===== config.mk =====
export PLATFORM = sky130hd
export DESIGN_NAME = cspPort
export DESIGN_NICKNAME = d
export VERILOG_FILES = /design/src/rtl/cspPkg.sv /design/src/rtl/cspSync.sv /design/src/rtl/cspCtrl.sv /design/src/rtl/cspData.sv /design/src/rtl/cspPort.sv
export SDC_FILE = /design/constraint.sdc
export NUM_CORES = 1
export LEC_CHECK = 0
export BUFFER_PORTS_ARGS = -buffer_cell sky130_fd_sc_hd__buf_2
export CORE_MARGIN = 1.5
export CORE_UTILIZATION = 25
export DETAILED_ROUTE_END_ITERATION = 12
export GPL_TIMING_DRIVEN = 0
export PLACE_DENSITY = 0.49
export REMOVE_ABC_BUFFERS = 1
export SYNTH_ARGS = -nofsm -noshare
export SYNTH_HDL_FRONTEND = slang
export SYNTH_SLANG_ARGS = --single-unit
export TNS_END_PERCENT = 30

===== constraint.sdc =====
create_clock -name clk -period 2.4 [get_ports clk]
set_clock_uncertainty 0.15 [all_clocks]
set_input_delay 0.12 -clock clk [delete_from_list [all_inputs] [get_ports clk]]
set_output_delay 0.12 -clock clk [all_outputs]
set_load 0.1 [all_outputs]

===== src/rtl/cspPkg.sv =====
package cspPkg;

  typedef enum logic [1:0] {
    ST_IDLE  = 2'd0,
    ST_WRITE = 2'd1,
    ST_DONE  = 2'd2,
    ST_READ  = 2'd3
  } cspState_e;

  typedef struct packed {
    logic loadStatus;
    logic shiftIn;
    logic shiftOut;
    logic latchCmd;
    logic clearSticky;
  } cspStrobe_t;

  // command bit positions
  localparam int CMD_FLUSH   = 7;
  localparam int CMD_BYPASS  = 6;
  localparam int CMD_FOUND   = 0;

  // status bit positions
  localparam int ST_LEN_HI   = 7;
  localparam int ST_LEN_LO   = 6;
  localparam int ST_FRMERR   = 5;
  localparam int ST_NEWFRM   = 4;
  localparam int ST_FULL     = 3;
  localparam int ST_EMPTY    = 2;
  localparam int ST_SHOCK    = 1;
  localparam int ST_FILL     = 0;

endpackage


===== src/rtl/cspSync.sv =====
module cspSync #(
  parameter int LINES = 3,
  parameter int STAGES = 2,
  parameter logic [LINES-1:0] RST_VAL = '0
) (
  input  logic             clk,
  input  logic             rstN,
  input  logic [LINES-1:0] lineIn,
  output logic [LINES-1:0] level,
  output logic [LINES-1:0] rise,
  output logic [LINES-1:0] fall
);

  for (genvar g = 0; g < LINES; g++) begin : gLine
    logic [STAGES-1:0] chain;
    logic              prev;

    always_ff @(posedge clk) begin
      if (!rstN) begin
        chain <= {STAGES{RST_VAL[g]}};
        prev  <= RST_VAL[g];
      end else begin
        chain <= {chain[STAGES-2:0], lineIn[g]};
        prev  <= chain[STAGES-1];
      end
    end

    assign level[g] = chain[STAGES-1];
    assign rise[g]  = chain[STAGES-1] & ~prev;
    assign fall[g]  = ~chain[STAGES-1] & prev;
  end

endmodule


===== src/rtl/cspCtrl.sv =====
module cspCtrl
  import cspPkg::*;
#(
  parameter int DATA_W = 8
) (
  input  logic       clk,
  input  logic       rstN,
  input  logic       clkLvl,
  input  logic       loadLvl,
  input  logic       clkRise,
  input  logic       clkFall,
  output cspStrobe_t strobe,
  output logic       dataOe,
  output cspState_e  stateOut
);

  localparam int CNT_W = $clog2(DATA_W + 1);
  localparam logic [CNT_W-1:0] CNT_FULL = CNT_W'(DATA_W);

  cspState_e        state, nextState;
  logic [CNT_W-1:0] bitCnt, bitCntNext;
  logic             cntFull;

  assign cntFull = (bitCnt == CNT_FULL);

  always_comb begin
    strobe     = '0;
    nextState  = state;
    bitCntNext = bitCnt;
    unique case (state)
      ST_IDLE: begin
        if (!loadLvl) begin
          strobe.loadStatus = 1'b1;
          nextState         = ST_READ;
          bitCntNext        = '0;
        end else if (clkFall) begin
          nextState  = ST_WRITE;
          bitCntNext = '0;
        end
      end
      ST_WRITE: begin
        if (!loadLvl) begin
          strobe.latchCmd = cntFull;
          nextState       = ST_DONE;
        end else if (clkRise) begin
          strobe.shiftIn = 1'b1;
          if (!cntFull) bitCntNext = bitCnt + 1'b1;
        end
      end
      ST_DONE: begin
        if (clkLvl && loadLvl) nextState = ST_IDLE;
      end
      ST_READ: begin
        if (clkLvl && loadLvl) begin
          strobe.clearSticky = cntFull;
          nextState          = ST_IDLE;
        end else if (clkRise) begin
          strobe.shiftOut = 1'b1;
          if (!cntFull) bitCntNext = bitCnt + 1'b1;
        end
      end
      default: nextState = ST_IDLE;
    endcase
  end

  always_ff @(posedge clk) begin
    if (!rstN) begin
      state  <= ST_IDLE;
      bitCnt <= '0;
    end else begin
      state  <= nextState;
      bitCnt <= bitCntNext;
    end
  end

  assign dataOe   = (state == ST_READ);
  assign stateOut = state;

endmodule


===== src/rtl/cspData.sv =====
module cspData
  import cspPkg::*;
#(
  parameter int DATA_W = 8,
  parameter logic [DATA_W-1:0] CMD_RESET = 8'h40,
  parameter logic [DATA_W-1:0] SELF_CLR_MASK = 8'h81,
  parameter logic [DATA_W-1:0] STICKY_MASK = 8'h38
) (
  input  logic              clk,
  input  logic              rstN,
  input  cspStrobe_t        strobe,
  input  logic              dataBit,
  input  logic [DATA_W-1:0] liveVec,
  input  logic [DATA_W-1:0] setVec,
  output logic [DATA_W-1:0] cmdOut,
  output logic [DATA_W-1:0] stickyOut,
  output logic              shiftMsb
);

  logic [DATA_W-1:0] shiftReg;
  logic [DATA_W-1:0] cmdReg;
  logic [DATA_W-1:0] stickyReg;
  logic [DATA_W-1:0] snapReg;
  logic [DATA_W-1:0] seenReg;
  logic [DATA_W-1:0] statusWord;
  logic [DATA_W-1:0] setMasked;
  logic [DATA_W-1:0] clrMask;

  assign setMasked  = setVec & STICKY_MASK;
  assign statusWord = (stickyReg & STICKY_MASK) | (liveVec & ~STICKY_MASK);
  // bits shown by this read and not re-raised since are the only ones cleared
  assign clrMask    = strobe.clearSticky ? (snapReg & ~(seenReg | setMasked)) : '0;

  always_ff @(posedge clk) begin
    if (!rstN) begin
      shiftReg <= '0;
    end else if (strobe.loadStatus) begin
      shiftReg <= statusWord;
    end else if (strobe.shiftIn) begin
      shiftReg <= {shiftReg[DATA_W-2:0], dataBit};
    end else if (strobe.shiftOut) begin
      shiftReg <= {shiftReg[DATA_W-2:0], 1'b0};
    end
  end

  always_ff @(posedge clk) begin
    if (!rstN) begin
      cmdReg <= CMD_RESET;
    end else if (strobe.latchCmd) begin
      cmdReg <= shiftReg;
    end else begin
      cmdReg <= cmdReg & ~SELF_CLR_MASK;
    end
  end

  always_ff @(posedge clk) begin
    if (!rstN) begin
      stickyReg <= '0;
      snapReg   <= '0;
      seenReg   <= '0;
    end else begin
      stickyReg <= (stickyReg & ~clrMask) | setMasked;
      if (strobe.loadStatus) begin
        snapReg <= stickyReg & STICKY_MASK;
        seenReg <= setMasked;
      end else begin
        seenReg <= seenReg | setMasked;
      end
    end
  end

  assign cmdOut    = cmdReg;
  assign stickyOut = stickyReg;
  assign shiftMsb  = shiftReg[DATA_W-1];

endmodule


===== src/rtl/cspPort.sv =====
module cspPort
  import cspPkg::*;
#(
  parameter int DATA_W = 8,
  parameter int SYNC_STAGES = 2,
  parameter logic [DATA_W-1:0] CMD_RESET = 8'h40,
  parameter logic [DATA_W-1:0] SELF_CLR_MASK = 8'h81,
  parameter logic [DATA_W-1:0] STICKY_MASK = 8'h38
) (
  input  logic              clk,
  input  logic              rstN,
  input  logic              serClk,
  input  logic              serLoad,
  input  logic              serDataIn,
  output logic              serDataOut,
  output logic              serDataOe,
  input  logic [1:0]        fifoLenMsb,
  input  logic              setFrameErr,
  input  logic              setNewFrame,
  input  logic              setFull,
  input  logic              fifoEmpty,
  input  logic              shockActive,
  input  logic              fillActive,
  output logic [DATA_W-1:0] cmdOut
);

  localparam int LINES = 3;
  localparam int L_CLK = 0;
  localparam int L_LOAD = 1;
  localparam int L_DATA = 2;
  localparam logic [LINES-1:0] LINE_IDLE = 3'b011;

  logic [LINES-1:0]  lineLvl, lineRise, lineFall;
  logic              clkLvl, loadLvl;
  cspStrobe_t        strobe;
  cspState_e         ctrlState;
  logic              dataOe;
  logic              shiftMsb;
  logic [DATA_W-1:0] liveVec, setVec, stickyReg;

  cspSync #(
    .LINES  (LINES),
    .STAGES (SYNC_STAGES),
    .RST_VAL(LINE_IDLE)
  ) uSync (
    .clk   (clk),
    .rstN  (rstN),
    .lineIn({serDataIn, serLoad, serClk}),
    .level (lineLvl),
    .rise  (lineRise),
    .fall  (lineFall)
  );

  assign clkLvl  = lineLvl[L_CLK];
  assign loadLvl = lineLvl[L_LOAD];

  always_comb begin
    liveVec = '0;
    liveVec[ST_LEN_HI] = fifoLenMsb[1];
    liveVec[ST_LEN_LO] = fifoLenMsb[0];
    liveVec[ST_EMPTY]  = fifoEmpty;
    liveVec[ST_SHOCK]  = shockActive;
    liveVec[ST_FILL]   = fillActive;
    setVec = '0;
    setVec[ST_FRMERR]  = setFrameErr;
    setVec[ST_NEWFRM]  = setNewFrame;
    setVec[ST_FULL]    = setFull;
  end

  cspCtrl #(
    .DATA_W(DATA_W)
  ) uCtrl (
    .clk     (clk),
    .rstN    (rstN),
    .clkLvl  (clkLvl),
    .loadLvl (loadLvl),
    .clkRise (lineRise[L_CLK]),
    .clkFall (lineFall[L_CLK]),
    .strobe  (strobe),
    .dataOe  (dataOe),
    .stateOut(ctrlState)
  );

  cspData #(
    .DATA_W       (DATA_W),
    .CMD_RESET    (CMD_RESET),
    .SELF_CLR_MASK(SELF_CLR_MASK),
    .STICKY_MASK  (STICKY_MASK)
  ) uData (
    .clk      (clk),
    .rstN     (rstN),
    .strobe   (strobe),
    .dataBit  (lineLvl[L_DATA]),
    .liveVec  (liveVec),
    .setVec   (setVec),
    .cmdOut   (cmdOut),
    .stickyOut(stickyReg),
    .shiftMsb (shiftMsb)
  );

  assign serDataOe  = dataOe;
  assign serDataOut = dataOe & shiftMsb;

endmodule


After elaboration in Yosys (flattened, before gate mapping)
Index checks and enable logic that the tools add are counted.
- bits in registers: 48
- output and inout bits: 10
- add/sub/neg operators: 1
- eq/ne operators: 9
- multiplexer cells: 28
- bitwise operators: 13
- reductions and logical operators: 9
- operator list (cell ; count):
    8-bit 2-to-1 mux ; 4
    4-bit 2-to-1 mux ; 6
    8-bit NOT ; 2
    8-bit by 6-bit bitwise OR with 8-bit output ; 2
    4-bit one-hot mux with 3 select lines ; 1
    1-bit 2-to-1 mux ; 11
    6-bit by 8-bit bitwise AND with 8-bit output ; 1
    8-bit bitwise AND ; 1
    2-bit 2-to-1 mux ; 4
    6-bit by 8-bit bitwise OR with 8-bit output ; 1
    6-bit 2-to-1 mux ; 1
    2-bit != test, second input constant ; 3
    2-bit one-hot mux with 3 select lines ; 1
    3-bit nonzero test ; 2
    4-bit by 1-bit adder with 4-bit output, second input constant ; 1
    2-bit == test, second input constant ; 2
    4-bit == test, second input constant ; 1
    4-bit AND reduction ; 1
    2-bit OR reduction ; 2
    1-bit bitwise AND ; 3
    3-bit by 2-bit != test with 1-bit output, second input constant ; 1
    1-bit NOT ; 3
    3-bit AND reduction ; 1
    2-bit by 1-bit == test with 1-bit output, second input constant ; 1
    4 further kinds ; 4

Longest topological paths before layout
Gate-level depths: netlist (run 1).
- depth after elaboration: 8
- gate-level depth with buffers: 6

Modules after synthesis
A second synthesis (run 1) with hierarchy kept.
- cell total of the unflattened synthesis: 182
- area total of the unflattened synthesis: 1759.2 um^2
- by module, submodules not included (module ; instances ; cells an instance ; area each (um^2) ; sequential area each (um^2)):
    cspData ; 1 ; 100 ; 1027.2 ; 500.5
    cspCtrl ; 1 ; 53 ; 425.4 ; 120.1
    cspSync ; 1 ; 27 ; 296.5 ; 180.2
    cspPort ; 1 ; 2 ; 10.0 ; 0.0

Worst setup path before layout (run 1)
Ideal clock, no wire load.
- kind: flip-flop to flip-flop
- start: reg uCtrl.state[1], in the netlist uCtrl.stateOut[1]
- end: reg uData.cmdReg[6], in the netlist uData.cmdOut[6]
- arrival time: 1.254 ns
- slack: 0.871 ns
- cell stages (with the launch flop): 6
- clock period less this slack: 1.529 ns
- cell sequence: dfxtp_1 > buf_4 > or3b_4 > nor2_8 > mux2i_1 > nand2_1
- longest elaborated chain between the ends: 2
- ends and longest elaborated chain (item ; line ; text):
    start, declared ; cspCtrl.sv:20 ; cspState_e state, nextState;
    start signal, assigned ; cspCtrl.sv:71 ; state <= nextState;
    2-bit by 1-bit == test with 1-bit output ; cspCtrl.sv:30 ; unique case (state)
    1-bit 2-to-1 mux ; cspCtrl.sv:30 ;
    end signal, assigned ; cspData.sv:50 ; cmdReg <= shiftReg;
    end signal, assigned ; cspData.sv:52 ; cmdReg <= cmdReg & ~SELF_CLR_MASK;
    end, declared ; cspData.sv:21 ; logic [DATA_W-1:0] cmdReg;
No other way between the ends.
A chain may end at the register's enable or synchronous reset.

Final worst setup path (run 1)
- start: reg uCtrl.state[1], in the netlist uCtrl.stateOut[1]
- end: reg uData.shiftReg[0]
- longest elaborated chain between the ends: 4
- elaborated cells between the ends (all ways): 9
- those cells by class: 2 x eq/ne; 5 x mux; 2 x reduce/logical
- ends and longest elaborated chain (item ; line ; text):
    2-bit by 1-bit == test with 1-bit output ; cspCtrl.sv:30 ;
    1-bit 2-to-1 mux ; cspCtrl.sv:30 ;
    8-bit 2-to-1 mux ; cspData.sv:39 ; end else if (strobe.shiftIn) begin
    8-bit 2-to-1 mux ; cspData.sv:37 ; end else if (strobe.loadStatus) begin
    end signal, assigned ; cspData.sv:38 ; shiftReg <= statusWord;
    end signal, assigned ; cspData.sv:40 ; shiftReg <= {shiftReg[DATA_W-2:0], dataBit};
    end signal, assigned ; cspData.sv:42 ; shiftReg <= {shiftReg[DATA_W-2:0], 1'b0};
    end, declared ; cspData.sv:20 ; logic [DATA_W-1:0] shiftReg;
Parallel ways exist; a longest one is shown, timed or not.

==> results of run 1 <==
[power groups by stage]
| stage | sequential [mW] | combinational (mW) | clock, mW |
|---|---|---|---|
| detailed placement | 0.687 | 0.0703 | 0 |
| global route | 0.676 | 0.0905 | 0.463 |
| floorplan | 0.681 | 0.0434 | 0 |
| global placement | 0.686 | 0.0696 | 0 |
| finish | 0.672 | 0.0792 | 0.410 |
| CTS | 0.672 | 0.0804 | 0.428 |
[metal layers]
layer | wire, um | share of wire
met4 | 36 | 0.011
met5 | 0 | 0
met1 | 1732 | 0.54
met3 | 167 | 0.052
met2 | 1260 | 0.39
[placed cells by master (no fill, tap or decap), drive strengths merged, types with 2 or more instances in the layout]
cell type and count:
nor2 16, clkinv 2, nand3b 3, dfxtp 38, inv 5, nand2 14
clkbuf 5, and2 2, and3 5, mux2i 8, nand2b 7, o21ai 11
dlygate4sd3 8, buf 22, nand3 6, nor3 16, nor3b 3, ha 2
a21oi 11
[metrics by stage]
step,std cells,util,area [sq um]
after floorplan,159,-,1468
after detailed placement,256,0.2823,1672
final,271,0.3092,1831
after global placement,256,0.2823,1672
after global routing,271,0.3092,1831
after CTS,271,0.3092,1831
[worst min-delay path, stage by stage]
cell	delay (ns)
buf_2	0.08
o21ai_0	0.07
nor3_1	0.12
[final cells by class]
| class | instances | area, sq um |
|---|---|---|
| clock inverter | 2 | 10.01 |
| clock buffer | 5 | 68.82 |
| tap | 75 | 93.84 |
| timing repair buffer | 30 | 190.2 |
| inverter | 5 | 18.77 |
| fill | 638 | 4090 |
| sequential | 38 | 760.7 |
| multi-input combinational | 116 | 688.2 |
[how the worst max path moves through the flow]
stage,start,end,slack [ns],depth (start not counted)
after floorplan,uCtrl.stateOut[0],uData.shiftReg[0],0.75,3
after global placement,uCtrl.stateOut[0],uData.shiftReg[0],0.22,3
after detailed placement,uCtrl.stateOut[0],uData.shiftReg[0],0.23,3
after CTS,uCtrl.stateOut[1],uData.shiftReg[0],0.21,3
after global routing,uCtrl.stateOut[0],uData.shiftReg[0],0.03,3
final,uCtrl.stateOut[1],uData.shiftReg[0],0.23,3
[kinds of logic after synthesis]
| logic type | share of synthesized area |
|---|---|
| adders and majority gates | 0.01640 |
| DFF | 0.4988 |
| xor gates and xnor gates | 0.005743 |
| muxes | 0.05250 |
| buffers and inverters | 0.05004 |
| AOI/OAI and AO/OA | 0.1009 |
| and+or+nand+nor | 0.2756 |
[flip-flops by register name (all words and copies together), names as in the netlist]
name               count
uCtrl.bitCnt           4
uCtrl.stateOut         2
uData.cmdOut           8
uData.seenReg          3
uData.shiftReg         8
uData.snapReg          3
uData.stickyOut        3
uSync.gLine.chain      6
uSync.gLine.prev       1
[timing repair]
action,CTS,global route
hold buffers,8,0
endpoints found under the setup margin,0,0
hold endpoints to repair,11,0
==> metrics.csv, run 1 <==
stage,metric,value,unit
run_status,status,"complete, no violations",
global_routing,gr-total-overflow,0,
floorplan,dieArea,0.006578,sq mm
power_and_ir_drop,netSwitchingFraction,0.2364,
power_and_ir_drop,power_leakage,0.7690,nW
hold_path,min_path_type,in -> reg,
cts,root_buffer,clkbuf_8,
floorplan,die_w,81.11,um
critical_path,cp_slowest_stage_delay,1.04,ns
placed_design,dp_hpwl,2124,um
cts,cts-resized-gates,0,
power_and_ir_drop,p_total,1.161,mW
timing,hold_viol,0,
critical_path,crit_chain,nor3_1 -> o2bb2a_1 -> a21oi_1,
critical_path,critPathCaptureType,register,
routing,vias,1191,
cts,cts_made_buffers,5,
global_routing,grt_usage,0.1132,
final_layout,area_growth,20.02,%
synth,netlist_top_cells_count,"38 x dfxtp_1, 16 x nor3_1, 15 x nor2_1",
final_layout,antennaDiodeCount,0,
final_layout,nNetsFinal,211,
critical_path,worstSetupPathType,reg -> reg,
hold_path,holdPathStages,3,
global_routing,busiest_layer,met2,
power_and_ir_drop,powerDensity,634.3,mW/mm^2
placed_design,place.gp.congestion,0.6822,
power_and_ir_drop,p_clk_frac,0.353,
cts,cts_sinks,38,
critical_path,cp_max_fo,11,
timing,tightest_slew,1.264,ns
critical_path,path_delay_family,simple AND/OR/NAND/NOR gates,
placed_design,port_buffers,22,
critical_path,ff2ff_path_depth,3,
timing,min_period_over_period,0.9033,
timing,hold-worst-slack,0.01067,ns
synth,synth_cells,169,
routing,first_pass_iters,4,
synth,synth.avg_cell_area,9.025,sq um
global_routing,use_met3,0.04831,
critical_path,worstPathRequired,2.46,ns
synth,async_flop_share,0,
synth,synth-warning-count,0,
cts,path_clk_slew,0.07,ns
placed_design,place_ws,0.2349,ns
global_routing,grt_start_max_net_pins,29,
global_routing,grt_use_met1,0.1532,
cts,cts_tree,done,
timing,fin_crit,2.168,ns
power_and_ir_drop,pwr-share-comb,0.068,
synth,netlist_area,0.001525,sq mm
synth,seq_area_frac_synth,0.4988,
critical_path,cp_num_buf_inv,0,
global_routing,grt_pass1_wl,5464,um
timing,finalWorstSetupSlack,0.2320,ns
synth,synth_edf_count,0,
routing,post_drt_wl_per_cell,11.79,um
global_routing,grt_use_met2,0.1558,
critical_path,reg2reg_slack,0.23,ns
cts,postCtsSetupRepairBufs,0,
power_and_ir_drop,ir_drop,0.0003013,V
routing,detail-route-antenna-nets,0,
floorplan,dieHeight,81.11,um
power_and_ir_drop,seq_power_share,0.579,
synth,yosysMostFrequentCell,dfxtp_1,
synth,ys_ff_latch,38,
synth,ys_top_cells_by_area,"dfxtp_1 50%, mux2i_1 5.3%, nor3_1 5.3%, nor2_1 3.7%, a21oi_1 3.6%",
synth,ys.flop_type,dfxtp_1,
timing,max_freq,461.3,MHz
hold_path,min_to,uData.shiftReg[1],
critical_path,reg2reg_to,uData.shiftReg[0],
floorplan,initial_core_util,0.2576,
timing,setup_viol,0,
cts,cts.htree.levels,2,
floorplan,ioPinCount,23,
critical_path,r2r-start,uCtrl.stateOut[1],
routing,drtIter0Drc,52,
cts,clk_latency,0.28,ns
power_and_ir_drop,switchingPower,0.2745,mW
timing,maxSlewViolCount,0,
routing,via_per_inst,4.395,
floorplan,core_area,0.005921,sq mm
power_and_ir_drop,p_int,0.8867,mW
floorplan,placementRows,28,
routing,postRouteWirelength,3196,um
critical_path,startpoint_type,register,
critical_path,crit_arrival,2.23,ns
routing,drc_errors,0,
synth,synth_top_cell_area_share,0.4988,
cts,cts_max_path_buffers,2,
global_routing,grt_pass1_vias,1111,
timing,rsz0062_at_grt,false,
synth,synth_cell_types,34,
timing,max_slew_margin,0.1506,
hold_path,min_from,shockActive,
timing,fin_tns_setup,0,ns
final_layout,final_layout_size_suffix_gt1_frac,0.1633,
critical_path,slowest_stage,nor3_1,
synth,post-synth-top-area-cell,dfxtp_1,
global_routing,antenna_found_initial,0,
job,drv_cap,0,
No activity file was read; power rests on OpenSTA's default activity.
==> inputs of run 2 (changes only) <==
CORE_MARGIN = 8   (was 1.5)
==> run 2 against run 1 <==
  * The run now ends with hold timing left
  * Clock power is essentially flat
  * Worst hold slack got worse by 0.011 ns
  * Sequential cell count stayed put
  * Critical path type unchanged
  * Critical endpoint unchanged
==> metrics.csv, run 2 (same netlist as run 1, synthesis figures left out) <==
stage,metric,value,unit,change
global_routing,grt_pass1_vias,1228,,+11%
placed_design,place_ws,0.2069,ns,-0.02805 ns
final_layout,fillers,628,,-1.6%
hold_path,min_to,uData.shiftReg[1],,
final_layout,final_layout_size_suffix_gt1_frac,0.1531,,-0.01020
floorplan,dieArea,0.008856,sq mm,+35%
cts,cts_sinks,38,,unchanged
routing,drc_errors,0,,unchanged
critical_path,worstPathRequired,2.47,ns,about the same
global_routing,grt_usage,0.08451,,-0.02866
run_status,violations,hold timing,,
power_and_ir_drop,ir_drop,0.0002959,V,-1.8%
routing,vias,1201,,+0.84%
timing,fin_tns_setup,0,ns,unchanged
run_status,status,"complete, but fails checks",,
floorplan,dieHeight,94.11,um,+16%
timing,rsz0062_at_grt,false,,
floorplan,placementRows,28,,unchanged
floorplan,die_w,94.11,um,+16%
timing,max_freq,463.1,MHz,+0.40%
cts,cts-resized-gates,0,,unchanged
routing,first_pass_iters,4,,unchanged
cts,clk_latency,0.28,ns,about the same
cts,path_clk_slew,0.07,ns,about the same
critical_path,worstSetupPathType,reg -> reg,,
routing,via_per_inst,4.432,,+0.84%
placed_design,port_buffers,22,,unchanged
critical_path,crit_start,uCtrl.stateOut[0],,
placed_design,dp.cells,256,,unchanged
global_routing,grt_pass1_wl,5858,um,+7.2%
placed_design,place.gp.congestion,0.7632,,+12%
final_layout,antennaDiodeCount,0,,unchanged
hold_path,min_path_type,in -> reg,,
cts,cts_tree,done,,
critical_path,r2r-start,uCtrl.stateOut[0],,
cts,cts_made_buffers,5,,unchanged
critical_path,reg2reg_slack,0.24,ns,about the same
critical_path,ff2ff_path_depth,3,,unchanged
power_and_ir_drop,powerDensity,634.8,mW/mm^2,about the same
floorplan,core_area,0.005921,sq mm,unchanged
cts,cts_max_path_buffers,2,,unchanged
power_and_ir_drop,power_leakage,0.7635,nW,-0.71%
routing,post_drt_wl_per_cell,12.34,um,+4.6%
critical_path,critPathCaptureType,register,,
global_routing,antenna_found_initial,0,,unchanged
critical_path,reg2reg_to,uData.shiftReg[0],,
hold_path,holdPathStages,3,,unchanged
routing,drtIter0Drc,59,,+13%
timing,max_slew_margin,0.1476,,-0.002947
global_routing,grt_start_max_net_pins,29,,unchanged
final_layout,nNetsFinal,211,,unchanged
global_routing,gr-total-overflow,0,,unchanged
critical_path,startpoint_type,register,,
routing,detail-route-antenna-nets,0,,unchanged
critical_path,crit_arrival,2.23,ns,about the same
timing,tightest_slew,1.269,ns,+0.004388 ns
final_layout,area_growth,19.85,%,
final_layout,mostFrequentLayoutCell,dfxtp_1,,
timing,hold_viol,1,,+1
critical_path,cp_max_fo,11,,unchanged
floorplan,initial_core_util,0.2576,,unchanged
timing,min_period_over_period,0.8997,,-0.003571
final_layout,final_cell_mix,"38 x dfxtp_1, 22 x buf_2, 16 x nor3_1",,
cts,root_buffer,clkbuf_8,,
placed_design,dp_hpwl,2226,um,+4.8%
timing,setup_viol,0,,unchanged
routing,postRouteWirelength,3343,um,+4.6%
hold_path,min_from,shockActive,,
job,drv_cap,0,,unchanged
timing,hold-worst-slack,-0.0004243,ns,-0.01109 ns
final_layout,layout.cells.non_filler,271,,unchanged
timing,finalWorstSetupSlack,0.2406,ns,+0.008570 ns
timing,maxSlewViolCount,0,,unchanged
cts,cts.htree.levels,2,,unchanged
floorplan,ioPinCount,23,,unchanged
timing,fin_crit,2.159,ns,-0.008570 ns
[run 2: power breakdown]
part	internal (mW)	switching (mW)
clock network	0.200	0.209
registers	0.654	0.0188
logic	0.0382	0.0401
total	0.892	0.268
[run 2: layer usage]
layer	global-route usage	wire length (um)	vias up
met1	0.1074	1719	545
met4	0.03567	41	0
met5	0	0	-
met2	0.1208	1418	20
li1	-	-	632
met3	0.03677	163	4
[run 2: what timing repair did]
item / 4_1_cts / 5_1_grt
hold buffers: 8 / 0
endpoints found under the hold margin: 11 / 0
setup buffers: 0 / 0
[run 2: worst max path at each step]
stage                   endpoint
4_1_cts        uData.shiftReg[0]
2_1_floorplan  uData.shiftReg[0]
6_report       uData.shiftReg[0]
5_1_grt        uData.shiftReg[0]
3_3_place_gp   uData.shiftReg[0]
3_5_place_dp   uData.shiftReg[0]
[run 2: through the flow]
stage,hold slack (ns),util,power (mW),cell area (sq um)
after floorplan,0.03194,-,0.7245,1468
after global placement,0.1526,0.2823,0.7558,1672
after detailed placement,0.1545,0.2823,0.7563,1672
after CTS,0.004208,0.3087,1.175,1828
after global routing,0.008912,0.3087,1.222,1828
final,-0.0004243,0.3087,1.160,1828
[run 2: cell type report]
type,count,area [sq um],area share
clock buffers,7,76.32,0.04175
inverters,5,18.77,0.01027
multi-input cells,116,688.2,0.3765
flip-flops and latches,38,760.7,0.4162
well taps,75,93.84,0.05133
repair buffers,30,190.2,0.1040
[run 2: critical path, cell delays in order, from the launching register on]
cell,delay [ns]
dfxtp_1,0.41
nor3_1,1.05
o2bb2a_1,0.34
a21oi_1,0.14
==> inputs of run 3 (changes only) <==
ABC_AREA = 1   (was not set)
CORE_UTILIZATION = 50   (was 25)
PLACE_DENSITY = 0.82   (was 0.49)
clock period = 1.9 ns   (was 2.4 ns; I/O delays follow)
==> run 3 against run 2 <==
  * The flow now finishes without violations
  * First-iteration DRC count grew 22%
  * Clock-buffer cell count is the same
  * Register-to-register slack gained 0.04 ns
==> metrics.csv, run 3 <==
stage,metric,value,unit,change
hold_path,min_from,uSync.gLine[0].chain[0],,
synth,synth_cells,214,,+27%
timing,finalWorstSetupSlack,0.2076,ns,-0.03303 ns
cts,root_buffer,clkbuf_4,,
placed_design,dp_hpwl,2302,um,+3.4%
critical_path,critPathCaptureType,output port,,
global_routing,grt_pass1_wl,5844,um,-0.24%
timing,setup_viol,0,,unchanged
job,drv_cap,0,,unchanged
synth,synth_top_cell_area_share,0.4578,,-0.04094
routing,drtIter0Drc,72,,+22%
final_layout,final_layout_size_suffix_gt1_frac,0.2400,,+0.08694
synth,netlist_top_cells_count,"55 x nand2_1, 38 x dfxtp_1, 21 x inv_1",,
run_status,status,"complete, no violations",,
cts,postCtsSetupRepairBufs,0,,unchanged
placed_design,port_buffers,22,,unchanged
global_routing,antenna_found_initial,0,,unchanged
hold_path,holdPathStages,1,,-2
synth,synth_edf_count,0,,unchanged
critical_path,reg2reg_to,uData.stickyOut[4],,
placed_design,place.gp.congestion,0.8337,,+9.2%
final_layout,area_growth,18.67,%,
hold_path,min_to,uSync.gLine[0].chain[1],,
critical_path,ff2ff_path_depth,7,,+4
final_layout,antennaDiodeCount,0,,unchanged
synth,seq_area_frac_synth,0.4578,,-0.04094
floorplan,dieArea,0.005424,sq mm,-39%
timing,max_slew_margin,0.4179,,+0.2703
synth,synth_adder_area_share,0.01506,,-0.001347
timing,tightest_slew,0.8721,ns,-0.3967 ns
final_layout,final_cell_mix,"55 x nand2_1, 37 x dfxtp_1, 22 x buf_2",,
synth,synth_mux_area_frac,0,,-0.05250
synth,ys_top_cells_by_area,"dfxtp_1 46%, nand2_1 12%, a21oi_1 6.0%, inv_1 4.7%, o21ai_0 3.3%",,
cts,path_clk_slew,0.10,ns,+0.03 ns
global_routing,grt_pass1_vias,1372,,+12%
floorplan,dieHeight,73.65,um,-22%
routing,detail-route-antenna-nets,0,,unchanged
final_layout,fillers,314,,-50%
timing,hold_viol,0,,-1
power_and_ir_drop,power_leakage,0.8391,nW,+9.9%
timing,max_freq,590.9,MHz,
final_layout,stdcell_area,0.001972,sq mm,+7.9%
global_routing,grt_usage,0.1383,,+0.05380
cts,cts_max_path_buffers,2,,unchanged
cts,cts.htree.levels,2,,unchanged
cts,cts_made_buffers,5,,unchanged
placed_design,place_area,0.001775,sq mm,+6.2%
synth,post-synth-top-area-cell,dfxtp_1,,
routing,vias,1423,,+18%
timing,fin_crit,1.692,ns,
critical_path,worstPathRequired,1.65,ns,-0.82 ns
synth,synth-warning-count,0,,unchanged
routing,postRouteWirelength,3345,um,about the same
global_routing,grt_start_max_net_pins,27,,-6.9%
final_layout,mostFrequentLayoutCell,nand2_1,,
synth,synth-compound-area-share,0.1370,,+0.03615
routing,post_drt_wl_per_cell,11.30,um,-8.4%
floorplan,core_area,0.003258,sq mm,-45%
power_and_ir_drop,ir_drop,0.0005608,V,+90%
power_and_ir_drop,powerDensity,731.1,mW/mm^2,+15%
synth,async_flop_share,0,,unchanged
global_routing,gr-total-overflow,0,,unchanged
final_layout,post-route-util,0.6052,,+0.2965
hold_path,min_path_type,reg -> reg,,
timing,maxSlewViolCount,0,,unchanged
critical_path,r2r-start,uCtrl.bitCnt[0],,
timing,min_period_over_period,0.8907,,
cts,cts_sinks,38,,unchanged
floorplan,die_w,73.65,um,-22%
routing,via_per_inst,4.807,,+8.5%
placed_design,place_ws,0.2089,ns,+0.001980 ns
routing,drc_errors,0,,unchanged
final_layout,nNetsFinal,264,,+25%
floorplan,ioPinCount,23,,unchanged
critical_path,crit_arrival,1.45,ns,-0.78 ns
synth,synth.avg_cell_area,7.764,sq um,-14%
cts,cts_tree,done,,
synth,yosysMostFrequentCell,nand2_1,,
synth,ys.flop_type,dfxtp_1,,
synth,synth-xor-area-share,0.005271,,-0.0004713
critical_path,cp_max_fo,11,,unchanged
cts,clk_latency,0.33,ns,+0.05 ns
critical_path,startpoint_type,register,,
synth,synth_top_family_by_area,simple AND/OR/NAND/NOR gates,,
synth,synth_cell_types,28,,-18%
floorplan,initial_core_util,0.5100,,+0.2524
synth,netlist_area,0.001662,sq mm,+8.9%
critical_path,worstSetupPathType,reg -> out,,
floorplan,placementRows,21,,-25%
timing,rsz0062_at_grt,false,,
power_and_ir_drop,p_total,1.442,mW,+24%
critical_path,reg2reg_slack,0.28,ns,+0.04 ns
routing,first_pass_iters,4,,unchanged
synth,ys_ff_latch,38,,unchanged
synth,synth-simple-area-share,0.2884,,+0.01277
## run 3: worst max path at each step
stage | depth (start not counted) | startpoint | slack [ns] | to
2_1_floorplan | 2 | uCtrl.stateOut[0] | -0.26 | serDataOut
3_3_place_gp | 7 | uCtrl.bitCnt[0] | 0.25 | uData.cmdOut[6]
3_5_place_dp | 6 | uCtrl.bitCnt[0] | 0.21 | uData.cmdOut[2]
4_1_cts | 3 | uCtrl.stateOut[0] | 0.05 | serDataOut
5_1_grt | 6 | uCtrl.bitCnt[0] | 0.11 | uData.cmdOut[2]
6_report | 3 | uCtrl.stateOut[0] | 0.21 | serDataOut
## run 3: routing by layer
metal,vias to the layer above,share of wire,GRT usage
li1,749,-,-
met1,653,0.46,0.1565
met2,15,0.49,0.2293
met3,6,0.034,0.04638
met4,0,0.013,0.05987
met5,-,0,0
## run 3: power by group
| part | total, mW | switching, mW | leakage (nW) | internal, mW |
|---|---|---|---|---|
| clock | 0.426 | 0.246 | 0.0353 | 0.179 |
| sequential | 0.848 | 0.0236 | 0.311 | 0.825 |
| combinational | 0.168 | 0.0984 | 0.493 | 0.0694 |
| total | 1.44 | 0.368 | 0.839 | 1.07 |
## run 3: repair_timing
| item | 4_1_cts | 5_1_grt |
|---|---|---|
| endpoints found under the hold margin | 25 | 0 |
| hold buffers | 13 | 0 |
| setup endpoints to repair | 0 | 6 |
| resized for setup | 0 | 2 |
## run 3: logic make-up after synthesis
family,count (synthesis)
simple gates,99
compound gates,40
flops,38
buf+inv,34
fa+ha+maj,2
xor+xnor,1
## run 3: area by class of cell
| class | instances | area (sq um) | share of cell area |
|---|---|---|---|
| clock buffers | 7 | 55.05 | 0.02792 |
| clock inverters | 1 | 5.005 | 0.002538 |
| inverters | 27 | 106.4 | 0.05393 |
| multi-input cells | 142 | 745.7 | 0.3782 |
| flip-flops and latches | 38 | 762.0 | 0.3864 |
| well taps | 46 | 57.56 | 0.02919 |
| repair buffers | 35 | 240.2 | 0.1218 |
## run 3: metrics by stage
| step | hold slack [ns] | cells | TNS, ns |
|---|---|---|---|
| after floorplan | 0.01406 | 207 | -0.2597 |
| after global placement | 0.1312 | 275 | 0 |
| after detailed placement | 0.1350 | 275 | 0 |
| after CTS | 0.2801 | 296 | 0 |
| after global routing | 0.2875 | 296 | 0 |
| final | 0.2769 | 296 | 0 |
## run 3: worst max-delay path, stage by stage (launching register included)
cell     delay (ns)
dfxtp_2        0.48
nand2_2        0.12
nor2_1         0.09
buf_2          0.43
